===== src/rtl/scroll_map_pkg.sv =====
package scroll_map_pkg;

  parameter int SM_LINE_W = 5;
  parameter int SM_DOT_W  = 4;

  typedef struct packed {
    logic [SM_DOT_W-1:0]  ofs;
    logic [SM_LINE_W-1:0] first;
    logic [SM_LINE_W-1:0] start;
    logic [SM_LINE_W-1:0] fin;
  } scroll_cfg_t;

  typedef enum logic [2:0] {
    RG_FLAT   = 3'd0,
    RG_TOP    = 3'd1,
    RG_SCROLL = 3'd2,
    RG_BOTTOM = 3'd3,
    RG_OFF    = 3'd4
  } region_t;

  // Range and ordering test for the held settings.
  function automatic logic scroll_cfg_ok(scroll_cfg_t c, int lines, int dots);
    int a;
    int b;
    int s;
    int e;
    a = int'(c.ofs);
    b = int'(c.first);
    s = int'(c.start);
    e = int'(c.fin);
    return (e != 0) && (a <= dots - 1) && (b <= lines - 1) && (s <= lines - 2) &&
           (e >= 2) && (e <= lines) && (s < b) && (b < e) && (e > s + 2);
  endfunction

  // Band of a screen row.
  function automatic region_t scroll_region(scroll_cfg_t c, logic ok, int row, int lines);
    if (!ok)                           return (row < lines) ? RG_FLAT : RG_OFF;
    if (row < int'(c.start))           return RG_TOP;
    if (row <= int'(c.fin) - 2)        return RG_SCROLL;
    if (row <= lines - 2)              return RG_BOTTOM;
    return RG_OFF;
  endfunction

endpackage


===== src/rtl/scroll_cfg_shadow.sv =====
module scroll_cfg_shadow
  import scroll_map_pkg::*;
#(
  parameter int LINES = 17,
  parameter int DOTS  = 13
) (
  input  logic        clk,
  input  logic        rst_n,
  input  logic        vsync_i,
  input  scroll_cfg_t cfg_i,
  output scroll_cfg_t cfg_q,
  output logic        cfg_ok
);

  always_ff @(posedge clk or negedge rst_n) begin
    if (!rst_n)       cfg_q <= '0;
    else if (vsync_i) cfg_q <= cfg_i;
  end

  assign cfg_ok = scroll_cfg_ok(cfg_q, LINES, DOTS);


  cfg_hold_chk: assert property (@(posedge clk) disable iff (!rst_n)
    !vsync_i |=> $stable(cfg_q));

endmodule


===== src/rtl/scroll_row_class.sv =====
module scroll_row_class
  import scroll_map_pkg::*;
#(
  parameter int LINES = 17
) (
  input  scroll_cfg_t          cfg,
  input  logic                 cfg_ok,
  input  logic [SM_LINE_W-1:0] row,
  output region_t              region
);

  assign region = scroll_region(cfg, cfg_ok, int'(row), LINES);

endmodule


===== src/rtl/scroll_line_calc.sv =====
module scroll_line_calc
  import scroll_map_pkg::*;
#(
  parameter int DOTS = 13
) (
  input  scroll_cfg_t          cfg,
  input  region_t              region,
  input  logic [SM_LINE_W-1:0] row,
  input  logic [SM_DOT_W-1:0]  dot,
  output logic [SM_LINE_W-1:0] line,
  output logic [SM_DOT_W-1:0]  dot_out,
  output logic                 blank
);

  localparam int SUM_W = SM_DOT_W + 1;
  localparam int EXT_W = SM_LINE_W + 1;

  logic [SUM_W-1:0] dot_sum;
  logic             dot_carry;
  logic [SUM_W-1:0] dot_wrapped;
  logic [EXT_W-1:0] band_step;
  logic [EXT_W-1:0] scroll_line;
  logic             past_end;

  assign dot_sum     = SUM_W'(dot) + SUM_W'(cfg.ofs);
  assign dot_carry   = dot_sum >= SUM_W'(DOTS);
  assign dot_wrapped = dot_carry ? dot_sum - SUM_W'(DOTS) : dot_sum;
  assign band_step   = EXT_W'(row) - EXT_W'(cfg.start);
  assign scroll_line = EXT_W'(cfg.first) + band_step + EXT_W'(dot_carry);
  assign past_end    = scroll_line >= EXT_W'(cfg.fin);

  always_comb begin
    line    = '0;
    dot_out = '0;
    blank   = 1'b0;
    unique case (region)
      RG_FLAT, RG_TOP: begin
        line    = row;
        dot_out = dot;
      end
      RG_SCROLL: begin
        if (past_end) begin
          blank = 1'b1;
        end else begin
          line    = SM_LINE_W'(scroll_line);
          dot_out = SM_DOT_W'(dot_wrapped);
        end
      end
      RG_BOTTOM: begin
        line    = row + SM_LINE_W'(1);
        dot_out = dot;
      end
      default: blank = 1'b1;
    endcase
  end

endmodule


===== src/rtl/scroll_line_mapper.sv =====
module scroll_line_mapper
  import scroll_map_pkg::*;
#(
  parameter int LINES = 17,
  parameter int DOTS  = 13
) (
  input  logic                 clk,
  input  logic                 rst_n,
  input  logic                 vsync_i,
  input  logic [SM_LINE_W-1:0] row_i,
  input  logic [SM_DOT_W-1:0]  dot_i,
  input  logic [SM_DOT_W-1:0]  ofs_i,
  input  logic [SM_LINE_W-1:0] first_i,
  input  logic [SM_LINE_W-1:0] start_i,
  input  logic [SM_LINE_W-1:0] end_i,
  output logic [SM_LINE_W-1:0] line_o,
  output logic [SM_DOT_W-1:0]  dot_o,
  output logic                 blank_o
);

  scroll_cfg_t          cfg_in;
  scroll_cfg_t          cfg_q;
  logic                 cfg_ok;
  region_t              region;
  logic [SM_LINE_W-1:0] line_c;
  logic [SM_DOT_W-1:0]  dot_c;
  logic                 blank_c;
  logic                 primed_q;

  assign cfg_in = '{ofs: ofs_i, first: first_i, start: start_i, fin: end_i};

  scroll_cfg_shadow #(.LINES(LINES), .DOTS(DOTS)) u_shadow (
    .clk(clk), .rst_n(rst_n), .vsync_i(vsync_i),
    .cfg_i(cfg_in), .cfg_q(cfg_q), .cfg_ok(cfg_ok)
  );

  scroll_row_class #(.LINES(LINES)) u_class (
    .cfg(cfg_q), .cfg_ok(cfg_ok), .row(row_i), .region(region)
  );

  scroll_line_calc #(.DOTS(DOTS)) u_calc (
    .cfg(cfg_q), .region(region), .row(row_i), .dot(dot_i),
    .line(line_c), .dot_out(dot_c), .blank(blank_c)
  );

  always_ff @(posedge clk or negedge rst_n) begin
    if (!rst_n) begin
      line_o   <= '0;
      dot_o    <= '0;
      blank_o  <= 1'b0;
      primed_q <= 1'b0;
    end else begin
      line_o   <= line_c;
      dot_o    <= dot_c;
      blank_o  <= blank_c;
      primed_q <= 1'b1;
    end
  end


  blank_zero_chk: assert property (@(posedge clk) disable iff (!rst_n)
    blank_o |-> (line_o == '0) && (dot_o == '0));


  dot_range_chk: assert property (@(posedge clk) disable iff (!rst_n)
    primed_q |-> int'(dot_o) < DOTS);


  flat_map_chk: assert property (@(posedge clk) disable iff (!rst_n)
    (primed_q && !$past(cfg_ok) && int'($past(row_i)) < LINES)
      |-> (line_o == $past(row_i)) && (dot_o == $past(dot_i)) && !blank_o);


  scroll_tail_chk: assert property (@(posedge clk) disable iff (!rst_n)
    (primed_q && $past(cfg_ok) && int'($past(row_i)) >= LINES - 1) |-> blank_o);

endmodule


===== config.mk =====
export PLATFORM = sky130hd
export DESIGN_NAME = scroll_line_mapper
export DESIGN_NICKNAME = d
export VERILOG_FILES = /design/src/rtl/scroll_map_pkg.sv /design/src/rtl/scroll_cfg_shadow.sv /design/src/rtl/scroll_row_class.sv /design/src/rtl/scroll_line_calc.sv /design/src/rtl/scroll_line_mapper.sv
export SDC_FILE = /design/constraint.sdc
export NUM_CORES = 1
export LEC_CHECK = 0
export BUFFER_PORTS_ARGS = -buffer_cell sky130_fd_sc_hd__buf_4
export CAP_MARGIN = 10
export CORE_MARGIN = 2
export CORE_UTILIZATION = 40
export DETAILED_ROUTE_END_ITERATION = 7
export PLACE_DENSITY = 0.7
export SLEW_MARGIN = 20
export SYNTH_ARGS = -nofsm -noshare
export SYNTH_HDL_FRONTEND = slang
export SYNTH_HIERARCHICAL = 1
export SYNTH_SLANG_ARGS = --single-unit

===== constraint.sdc =====
create_clock -name clk -period 4.8 [get_ports clk]
set_input_delay 0.72 -clock clk [delete_from_list [all_inputs] [get_ports clk]]
set_output_delay 0.72 -clock clk [all_outputs]
set_load 0.05 [all_outputs]

== Word level (Yosys, flattened, before mapping) ==
Cells that the tools add are included.

* Register bits: 29

* Add/sub/neg operators: 8
* $lt $le $gt $ge: 14
* Equality and inequality tests: 3
* Mux-type cells: 25
* Reductions and logical operators: 12

{| class="wikitable"
|+ Operators with widths
! cell !! number
|-
| $gt A6 B32 Y1 || 1
|-
| $le A6 B32 Y1 || 1
|-
| $mux W3 || 9
|-
| $lt A5 B5 Y1 || 3
|-
| $pmux W5 S3 || 1
|-
| $le A5 B4 Y1 const B || 2
|-
| $le A5 B5 Y1 const B || 2
|-
| $mux W1 || 10
|-
| $logic_and A1 B1 Y1 || 8
|-
| $mux W4 || 2
|-
| $pmux W4 S2 || 1
|-
| $add A5 B2 Y6 const B || 1
|-
| $add A5 B6 Y6 || 1
|-
| $add A6 B1 Y6 || 1
|-
| $eq A3 B2 Y1 const B || 2
|-
| $ge A6 B5 Y1 || 1
|-
| $sub A5 B2 Y6 const B || 1
|-
| $sub A5 B5 Y6 || 1
|-
| $add A4 B4 Y5 || 1
|-
| $add A5 B1 Y5 const B || 1
|-
| $ge A5 B2 Y1 const B || 1
|-
| $ge A5 B4 Y1 const B || 1
|-
| $lt A5 B5 Y1 const B || 1
|-
| $mux W5 || 1
|-
| other kinds (8) || 8
|}

== Longest topological paths before layout ==
Gate-level depths: netlist of the first run.

* Word-level depth: 22
* Gate-level depth with buffers: 19

== Modules after synthesis ==
Netlist of the first run, hierarchy kept.

{| class="wikitable"
|+ By module, submodules not included
! module !! instances !! cells an instance !! area each (um^2) !! sequential area each (um^2)
|-
| scroll_cfg_shadow || 1 || 104 || 1092.3 || 475.5
|-
| scroll_line_calc || 1 || 141 || 1034.7 || 0.0
|-
| scroll_row_class || 1 || 44 || 322.8 || 0.0
|-
| scroll_line_mapper || 1 || 10 || 250.2 || 250.2
|}

== Worst setup path after synthesis of the first run ==
Ideal clock, no wire load.

* Path type: input -> register
* Start point: input dot_i[0]
* End point: register dot_o[1]
* Data arrival time: 4612 ps
* Required time: 4705 ps
* Setup slack: 92 ps
* Stages on the path: 19
* Path through: ha_1 fa_1 inv_1 ha_1 o31ai_1 o31ai_4 fa_1 inv_1 fa_1 inv_1 a21o_1 a21oi_1 xnor2_1 ha_1 o21a_1 a2111oi_4 o311a_4 nand2_2 o31ai_1

* Word-level cells in the longest chain between the ends: 6
* Elaborated cells between the ends (all ways): 8
* Those cells by class: 3 x add/sub; 2 x order compare; 3 x mux

{| class="wikitable"
|+ Ends and longest elaborated chain
! item !! RTL line !! RTL
|-
| start, declared || scroll_line_mapper.sv:11 || <nowiki>input logic [SM_DOT_W-1:0] dot_i,</nowiki>
|-
| $add A4 B4 Y5 * || scroll_line_calc.sv:25 || <nowiki>assign dot_sum = SUM_W'(dot) + SUM_W'(cfg.ofs);</nowiki>
|-
| $ge A5 B4 Y1 || scroll_line_calc.sv:26 || <nowiki>assign dot_carry = dot_sum >= SUM_W'(DOTS);</nowiki>
|-
| $add A6 B1 Y6 || scroll_line_calc.sv:29 || <nowiki>assign scroll_line = EXT_W'(cfg.first) + band_step + EXT_W'(dot_carry);</nowiki>
|-
| $ge A6 B5 Y1 || scroll_line_calc.sv:30 || <nowiki>assign past_end = scroll_line >= EXT_W'(cfg.fin);</nowiki>
|-
| $mux W4 * || scroll_line_calc.sv:42 || <nowiki>if (past_end) begin</nowiki>
|-
| $pmux W4 S2 * || scroll_line_calc.sv:36 || <nowiki>unique case (region)</nowiki>
|-
| named net dot_c[1] || scroll_line_mapper.sv:26 || <nowiki>logic [SM_DOT_W-1:0] dot_c;</nowiki>
|-
| end signal, assigned || scroll_line_mapper.sv:54 || <nowiki>dot_o <= dot_c;</nowiki>
|-
| end, declared || scroll_line_mapper.sv:17 || <nowiki>output logic [SM_DOT_W-1:0] dot_o,</nowiki>
|}

The timed path passes the listed nets; every way through them passes the cells marked *.
A chain may end at the register's enable or synchronous reset.

== Final worst setup path of the first run ==
* Start point: input dot_i[0]
* End point: register dot_o[2]

The elaborated chain is that of the path after synthesis.

==> results of run 1 <==
-- cell families (layout without fill, tap and decap cells) --
group | count (synthesis) | count (layout) | share of synthesized area, %
flops | 29 | 29 | 26.9
fa+ha+maj | 48 | 48 | 24.2
compound gates | 74 | 74 | 19.6
simple gates | 75 | 75 | 14.2
mux | 11 | 11 | 4.59
buf+inv | 54 | 108 | 7.65
xor+xnor | 8 | 8 | 2.87
-- per-layer routing --
layer,global-route usage (%),part of all wire [%]
met3,3.27,4.2
met4,5.63,2.0
met2,29.5,45
met5,0,0
met1,23.6,48
-- cells in the final DEF (no fill, tap or decap), types with 7 or more instances in the layout --
cell / instances
a21oi_1: 18
buf_4: 53
dfrtp_1: 29
fa_1: 7
ha_1: 41
inv_1: 48
mux2_2: 10
nand2_1: 19
nand3_1: 17
nor2_1: 16
o21ai_0: 15
-- worst min-delay path by stage --
stage | slack, ps | endpoint | start | depth (start not counted)
final | 350 | u_shadow/cfg_q[3] | rst_n | 1
after global placement | 530 | u_shadow/cfg_q[18] | u_shadow/cfg_q[18] | 1
after detailed placement | 540 | u_shadow/cfg_q[18] | u_shadow/cfg_q[18] | 1
after CTS | 370 | u_shadow/cfg_q[4] | rst_n | 1
after floorplan | 420 | blank_o | rst_n | 0
after global routing | 380 | u_shadow/cfg_q[12] | rst_n | 1
-- per-stage QoR --
| step | cells | utilization (%) | worst slack, ps | hold slack, ps |
|---|---|---|---|---|
| 5_1_grt | 430 | 51.0 | -37.1 | 379 |
| 4_1_cts | 429 | 50.6 | 137 | 365 |
| 2_1_floorplan | 299 | - | 92.2 | 424 |
| 6_report | 430 | 51.0 | 222 | 354 |
| 3_5_place_dp | 422 | 49.2 | -135 | 545 |
| 3_3_place_gp | 422 | 49.2 | -22.2 | 525 |
-- what timing repair did --
action / CTS / global route
hold buffers: 0 / 0
setup endpoints to repair: 0 / 8
gates resized for setup: 0 / 5
buffers inserted: 0 / 1
-- Yosys cell counts, drive strengths merged (3+ instances only) --
master / n / area, µm²
nor3: 3 / 20.0
nand2: 20 / 77.6
o31ai: 7 / 66.3
mux2: 11 / 124
o22ai: 3 / 18.8
clkbuf: 3 / 11.3
xnor2: 6 / 52.6
buf: 3 / 15.0
fa: 7 / 140
o21a: 3 / 22.5
dfrtp: 29 / 726
nand2b: 4 / 25.0
a21o: 6 / 45.0
o21ai: 19 / 98.9
nor2: 16 / 60.1
ha: 41 / 513
nand3b: 3 / 22.5
a31oi: 3 / 18.8
nand3: 17 / 85.1
a21oi: 18 / 90.1
a211oi: 3 / 22.5
inv: 48 / 180
-- critical path, stage by stage --
cell	delay [ps]
buf_4	120
ha_1	200
fa_1	500
inv_1	60
ha_1	220
o31ai_2	180
buf_4	150
o31ai_4	70
fa_1	390
inv_1	80
fa_1	190
inv_1	50
a21o_1	150
a21oi_1	170
xnor2_1	160
ha_1	260
o21a_1	130
a2111oi_4	350
o311a_4	320
nand2_2	70
o31ai_2	230
-- cell type report --
| type | instances | area, µm² |
|---|---|---|
| inverters | 48 | 180 |
| flip-flops and latches | 29 | 726 |
| clock buffers | 7 | 86.3 |
| multi-input cells | 216 | 1790 |
| fillers | 593 | 3150 |
| well taps | 77 | 96.3 |
| repair buffers | 53 | 398 |
-- registers in the layout, indices dropped and copies added, names as in the netlist --
register	flops
blank_o	1
dot_o	4
line_o	5
u_shadow/cfg_q	19
-- power breakdown --
group | internal (mW) | switching, mW | total, mW
Sequential | 0.266 | 0.0319 | 0.298
Clock | 0.114 | 0.0923 | 0.206
Combinational | 0.280 | 0.293 | 0.572
==> impl_metrics.py, run 1 <==
metrics = {
    "global_route": {
        "overflow": 0,
        "track_usage_pct": 17.9,
        "antenna_found_initial": 0,
        "grt_pass1_wl_um": 10600,
        "grt_max_degree": 30,
        "first_global_vias": 2335,
    },
    "synth": {
        "synth_edf_count": 0,
        "synthFlopType": "dfrtp_1",
        "synth_area_um2": 2700,
        "yosysSeqAreaShare_pct": 26.9,
        "avgSynthCellArea_um2": 9.03,
        "yosysUniqueCellTypes": 51,
        "synth_seq_cells": 29,
        "netlist_instances": 299,
        "async_flop_share_pct": 100,
        "synth_nets": 378,
        "synth_warnings": 6,
    },
    "detailed_routing": {
        "antenna_left": 0,
        "drc": 0,
        "first_iter_violations": 114,
        "drt_pass1_iterations": 4,
        "via_per_inst": 5.37,
        "vias": 2307,
        "wl_per_cell_um": 14.1,
        "drt_wl_total_um": 6070,
    },
    "sta": {
        "setup_viol": 0,
        "skew_ps": 7.89,
        "period_share_pct": 95.4,
        "hold_viol": 0,
        "fmax_ghz": 0.218,
        "relSlewSlack_pct": 61.4,
        "report.final.slew_viol_count": 0,
        "totalNegativeSetupSlack_ps": 0,
        "final.min_clock_period_ps": 4580,
        "tightest_slew_ps": 580,
    },
    "setup_path": {
        "crit_fanout": 8,
        "endpoint": "dot_o[2]",
        "crit_arrival_ps": 4770,
        "endpoint_kind": "flip-flop",
        "reg2reg_slack_ps": 330,
        "setup.worst_path.start_class": "input pin",
        "crit_required_ps": 4990,
        "critPathLaunch": "dot_i[0]",
        "rr_endpoint": "dot_o[2]",
        "reg2reg_depth": 20,
        "crit_type": "in -> reg",
        "r2r_start": "u_shadow/cfg_q[15]",
    },
    "clock_tree": {
        "cts_buffer_depth": 2,
        "clock-sinks": 29,
        "insertion_delay_ps": 280,
        "htreeDepth": 2,
        "cts.root.buffer_cell": "clkbuf_8",
        "cts_made_buffers": 5,
        "cts_tree": "built",
        "clk_pin_slew_worst_paths_ps": 70,
    },
    "status": {
        "status": "complete, no violations",
    },
    "hold_path": {
        "hold_path.class": "in -> async",
    },
    "floorplan": {
        "die_y_um": 86.2,
        "core_region_area_um2": 6420,
        "rows": 29,
        "die_w_um": 86.2,
        "start_util_pct": 42.0,
        "die_area_um2": 7420,
        "ioPinCount": 41,
    },
    "final_layout": {
        "insertedDiodeCount": 0,
        "syn_to_final_growth_pct": 21.4,
        "fin_area_um2": 3280,
        "nNetsFinal": 432,
        "drive_gt1_share_pct": 24.1,
    },
    "pwr": {
        "p_leak_nw": 1.63,
        "ir_drop_v": 0.000155,
        "p_total_mw": 1.08,
        "p_per_area_nw_per_um2": 328,
    },
    "placement": {
        "numPortBuffers": 40,
        "gp_congestion": 0.887,
        "dp_hpwl_um": 4750,
        "place_area_um2": 3160,
    },
    "flow_run": {
        "drv_cap": 0,
    },
}
Power figures use the tool's default switching activity.
==> inputs of run 2 (changes only) <==
--- a/config.mk
+++ b/config.mk
@@ -5,6 +5,7 @@
 export SDC_FILE = /design/constraint.sdc
 export NUM_CORES = 1
 export LEC_CHECK = 0
+export ABC_AREA = 1
 export BUFFER_PORTS_ARGS = -buffer_cell sky130_fd_sc_hd__buf_4
 export CAP_MARGIN = 10
 export CORE_MARGIN = 2
==> impl_metrics.py, run 2 <==
metrics = {
    "sta": {
        "tightest_slew_ps": 505,
        "report.final.slew_viol_count": 0,
        "final.min_clock_period_ps": 4030,
        "skew_ps": 5.02,
        "hold_slack_ps": 355,
        "grt_setup_unrepaired": "false",
        "totalNegativeSetupSlack_ps": 0,
        "period_share_pct": 83.9,
        "fmax_ghz": 0.248,
        "setup_viol": 0,
        "relSlewSlack_pct": 66.0,
        "hold_viol": 0,
    },
    "global_route": {
        "grt_max_degree": 32,
        "first_global_vias": 2403,
        "antenna_found_initial": 0,
        "grt_pass1_wl_um": 10600,
        "track_usage_pct": 17.4,
        "overflow": 0,
    },
    "final_layout": {
        "syn_to_final_growth_pct": 18.1,
        "final_cell_mix": "nand2_1 (83), inv_1 (80), ha_1 (41)",
        "nNetsFinal": 494,
        "insertedDiodeCount": 0,
        "reg_top3": "u_shadow/cfg_q: 19 flops, line_o: 5 flops, dot_o: 4 flops",
        "stdcell_count": 511,
        "layout_commonest_cell": "nand2_1",
        "regMostFlops": "u_shadow/cfg_q",
        "drive_gt1_share_pct": 18.3,
        "largest_reg_flops": 19,
    },
    "placement": {
        "numPortBuffers": 40,
        "gp_congestion": 0.853,
        "dp_hpwl_um": 4880,
        "placedCellCount": 504,
    },
    "synth": {
        "netlist.area_leader.share_pct": 25.9,
        "async_flop_share_pct": 100,
        "synth_area_leaders": "dfrtp_1 (26%), ha_1 (18%), nand2_1 (11%)",
        "synthTopCellsByCount": "nand2_1 (83), inv_1 (80), ha_1 (41)",
        "netlist_instances": 371,
        "synthFlopType": "dfrtp_1",
        "yosysSeqAreaShare_pct": 25.9,
        "synth_warnings": 6,
        "yosys.area.top_type": "dfrtp_1",
        "synth_edf_count": 0,
        "synth_seq_cells": 29,
        "avgSynthCellArea_um2": 7.55,
        "synth_most_common_cell": "nand2_1",
        "synth_nets": 450,
        "yosysUniqueCellTypes": 35,
        "synth_area_um2": 2800,
    },
    "detailed_routing": {
        "drc": 0,
        "drt_pass1_iterations": 4,
        "first_iter_violations": 99,
        "via_per_inst": 4.71,
        "drt_wl_total_um": 6010,
        "antenna_left": 0,
        "wl_per_cell_um": 11.8,
        "vias": 2408,
    },
    "setup_path": {
        "rr_endpoint": "line_o[2]",
        "crit_required_ps": 5010,
        "reg2reg_depth": 21,
        "endpoint_kind": "flip-flop",
        "r2r_start": "u_shadow/cfg_q[15]",
        "crit_arrival_ps": 4240,
        "setup.worst_path.start_class": "input pin",
        "crit_type": "in -> reg",
        "crit_fanout": 6,
        "reg2reg_slack_ps": 890,
    },
    "floorplan": {
        "die_area_um2": 7690,
        "ioPinCount": 41,
        "die_w_um": 87.7,
        "core_region_area_um2": 6790,
        "start_util_pct": 41.2,
        "rows": 30,
        "die_y_um": 87.7,
    },
    "pwr": {
        "p_per_area_nw_per_um2": 307,
        "p_leak_nw": 1.83,
        "ir_drop_v": 0.000170,
        "p_total_mw": 1.01,
    },
    "clock_tree": {
        "cts_made_buffers": 5,
        "cts.root.buffer_cell": "clkbuf_8",
        "cts_tree": "built",
        "ctsHoldBuffers": 0,
        "insertion_delay_ps": 280,
        "cts_setup_buffers": 0,
        "cts_buffer_depth": 2,
        "htreeDepth": 2,
        "cts-resized-gates": 0,
        "clk_pin_slew_worst_paths_ps": 60,
        "clock-sinks": 29,
    },
    "hold_path": {
        "hold_path.class": "in -> async",
    },
    "flow_run": {
        "drv_cap": 0,
    },
    "status": {
        "status": "complete, no violations",
    },
}
## run 2: changes by cell type after synthesis, sizes merged, moves of 5 or more
cell / change
o31ai: -6
nand4: +5
nand2: +70
inv: +38
o21ai: +6
a21o: -5
a21oi: -6
## run 2: critical path, cell delays in order
cell and delay, ps:
buf_4 120, ha_1 200, fa_1 480, inv_1 100, ha_1 150, inv_1 50, a21oi_2 120, nand3_2 110
nand2_2 120, fa_1 240, inv_1 70, fa_1 390, o21ai_0 230, xor2_1 230, ha_1 280, a21oi_1 150
nand2_1 60, inv_1 100, nand3_4 110, clkinv_2 90, nand2_1 60, nand2_1 60
## run 2: worst max-delay path by stage
| stage | depth (start not counted) | slack [ps] | to | start |
|---|---|---|---|---|
| after CTS | 22 | 770 | line_o[3] | dot_i[0] |
| after global placement | 22 | 620 | line_o[3] | dot_i[0] |
| after floorplan | 21 | 920 | line_o[2] | dot_i[0] |
| after global routing | 22 | 430 | line_o[3] | dot_i[0] |
| final | 22 | 770 | line_o[2] | dot_i[0] |
| after detailed placement | 22 | 490 | line_o[3] | dot_i[0] |
## run 2: cell type report
cell class	instances	area, µm²
Clock buffer	5	68.8
Clock inverter	2	35.0
Fill cell	674	3490
Inverter	88	332
Multi-Input combinational cell	251	1730
Sequential cell	29	726
Tap cell	96	120
Timing Repair Buffer	40	300
## run 2: layer usage
metal | vias up | global-route usage [%] | share of wire (%)
met5 | - | 0 | 0
met4 | 0 | 4.34 | 0.93
met3 | 7 | 3.39 | 3.4
met2 | 40 | 29.8 | 48
met1 | 1111 | 22.7 | 47
li1 | 1250 | - | -
## run 2: kinds of logic (layout without fill, tap and decap cells)
logic type	count (synthesis)	in the layout	share of synthesized area, %
flops	29	29	25.9
buf+inv	91	135	12.5
simple gates	143	143	23.5
xor+xnor	8	8	2.50
compound gates	45	45	9.51
mux	7	7	2.81
fa+ha+maj	48	48	23.3
## run 2: stage by stage
stage | setup WS [ps] | util, % | cell area [µm²]
finish | 775 | 48.7 | 3310
global route | 435 | 48.7 | 3310
CTS | 773 | 48.7 | 3310
detailed placement | 487 | 47.2 | 3200
global placement | 622 | 47.2 | 3200
floorplan | 918 | - | 2800
## run 2: power breakdown
group | switching, mW | internal, mW
clock network | 0.0907 | 0.151
registers | 0.0307 | 0.266
logic | 0.285 | 0.191
total | 0.406 | 0.608
==> inputs of run 3 (changes only) <==
==> constraint.sdc (replaced) <==
create_clock -name clk -period 3.8 [get_ports clk]
set_input_delay 0.57 -clock clk [delete_from_list [all_inputs] [get_ports clk]]
set_output_delay 0.57 -clock clk [all_outputs]
set_load 0.05 [all_outputs]
==> impl_metrics.py, run 3 (same netlist as run 2, synthesis figures left out) <==
metrics = {
    "global_route": {
        "overflow": 0,
        "grt_max_degree": 32,
        "grt_pass1_wl_um": 10600,
        "track_usage_pct": 17.3,
        "first_global_vias": 2390,
        "antenna_found_initial": 0,
    },
    "sta": {
        "final.min_clock_period_ps": 3650,
        "fmax_ghz": 0.274,
        "period_share_pct": 96.0,
        "hold_viol": 0,
        "relSlewSlack_pct": 67.4,
        "skew_ps": 9.15,
        "report.final.slew_viol_count": 0,
        "setup_viol": 0,
        "hold_slack_ps": 207,
        "tightest_slew_ps": 486,
    },
    "detailed_routing": {
        "antenna_left": 0,
        "first_iter_violations": 144,
        "drt_pass1_iterations": 4,
        "via_per_inst": 4.69,
        "drt_wl_total_um": 6100,
        "vias": 2453,
        "wl_per_cell_um": 11.7,
        "drc": 0,
    },
    "final_layout": {
        "regMostFlops": "u_shadow/cfg_q",
        "reg_top3": "u_shadow/cfg_q: 19 flops, line_o: 5 flops, dot_o: 4 flops",
        "nNetsFinal": 505,
        "drive_gt1_share_pct": 21.8,
        "syn_to_final_growth_pct": 22.4,
        "n_fill_cell": 651,
        "layout_commonest_cell": "nand2_1",
        "final_cell_mix": "nand2_1 (83), inv_1 (79), buf_4 (51)",
        "stdcell_count": 523,
        "insertedDiodeCount": 0,
        "final_util_pct": 50.5,
        "largest_reg_flops": 19,
    },
    "floorplan": {
        "die_area_um2": 7690,
        "ioPinCount": 41,
        "die_w_um": 87.7,
        "die_y_um": 87.7,
        "start_util_pct": 41.2,
        "core_region_area_um2": 6790,
        "rows": 30,
    },
    "placement": {
        "gp_congestion": 0.872,
        "dp_hpwl_um": 4850,
        "numPortBuffers": 40,
        "placedCellCount": 512,
    },
    "setup_path": {
        "crit_arrival_ps": 3860,
        "worst_path_largest_cell_delay_ps": 530,
        "path_cells": "ha_1 -> fa_1 -> inv_1 -> ha_1 -> inv_1 -> a21oi_2 -> nand3_2 -> nand2_2 -> fa_1 -> buf_4 -> a21oi_1 -> xnor2_1 -> ha_1 -> nand2_1 -> nand2_1 -> a21oi_1 -> nand2_1 -> inv_2 -> nand3_4 -> clkinv_2 -> nand2_1 -> nand2_1",
        "setup.worst_path.start_class": "flip-flop",
        "crit_fanout": 6,
        "crit_type": "reg -> reg",
        "slowest_stage": "fa_1",
        "crit_top_cell": "nand2_1",
        "crit_required_ps": 4010,
        "endpoint_kind": "flip-flop",
    },
    "clock_tree": {
        "clk_pin_slew_worst_paths_ps": 70,
        "cts.root.buffer_cell": "clkbuf_8",
        "cts_buffer_depth": 2,
        "htreeDepth": 2,
        "ctsHoldBuffers": 0,
        "clock-sinks": 29,
        "cts_made_buffers": 5,
        "insertion_delay_ps": 280,
        "cts_tree": "built",
    },
    "pwr": {
        "ir_drop_v": 0.000252,
        "p_per_area_nw_per_um2": 414,
        "p_leak_nw": 1.89,
        "p_total_mw": 1.42,
    },
    "flow_run": {
        "drv_cap": 0,
    },
    "hold_path": {
        "hold_path.class": "in -> async",
    },
    "status": {
        "status": "complete, no violations",
    },
}
[run 3: worst paths after layout]
path | slack (ps) | end | from | cells past startpoint
max | 150 | line_o[3] | u_shadow/cfg_q[15] | 22
min | 210 | u_shadow/cfg_q[2] | rst_n | 1
max reg2reg | 150 | line_o[3] | u_shadow/cfg_q[15] | 22
min reg2reg | 540 | u_shadow/cfg_q[17] | u_shadow/cfg_q[17] | 1
max in group asynchronous | 3310 | line_o[3] | rst_n | 1
min in group clk | 500 | u_shadow/cfg_q[2] | end_i[2] | 3
[run 3: worst max-delay path: cells and delay by family, from the launching register on]
kind            cells  cell delay (ps)
flops               1              390
fa+ha+maj           5             1620
buf+inv             5              460
simple gates        8              570
compound gates      3              370
xor+xnor            1              170
[run 3: metal layers]
metal  track usage (%)  share of wire, %
met1              23.2                46
met2              29.1                49
met3              3.39               4.8
met4              3.92              0.62
met5                 0                 0
[run 3: cell type report]
type | instances | area, µm² | area share [%]
clock buffers | 6 | 82.6 | 2.41
clock inverters | 2 | 37.5 | 1.09
well taps | 96 | 120 | 3.50
repair buffers | 51 | 383 | 11.2
inverters | 88 | 332 | 9.67
flip-flops and latches | 29 | 726 | 21.2
multi-input cells | 251 | 1750 | 51.0
[run 3: per-stage QoR]
| step | setup slack, ps | instance area, µm² | TNS [ps] |
|---|---|---|---|
| floorplan | 68.1 | 2800 | 0 |
| global placement | -48.6 | 3260 | -303 |
| detailed placement | -188 | 3260 | -1530 |
| CTS | 23.2 | 3390 | 0 |
| global route | -90.6 | 3430 | -543 |
| finish | 151 | 3430 | 0 |
[run 3: timing repair]
item	CTS	global route
setup buffers	1	2
pin swaps	1	3
gates resized for setup	1	5
endpoints found under the setup margin	5	10
gates cloned	0	0
[run 3: power breakdown]
part           internal [mW]  leakage (nW)  switching [mW]
clock network          0.213        0.0574           0.125
logic                  0.317          1.48           0.391
registers              0.336         0.355          0.0376
total                  0.865          1.89           0.553
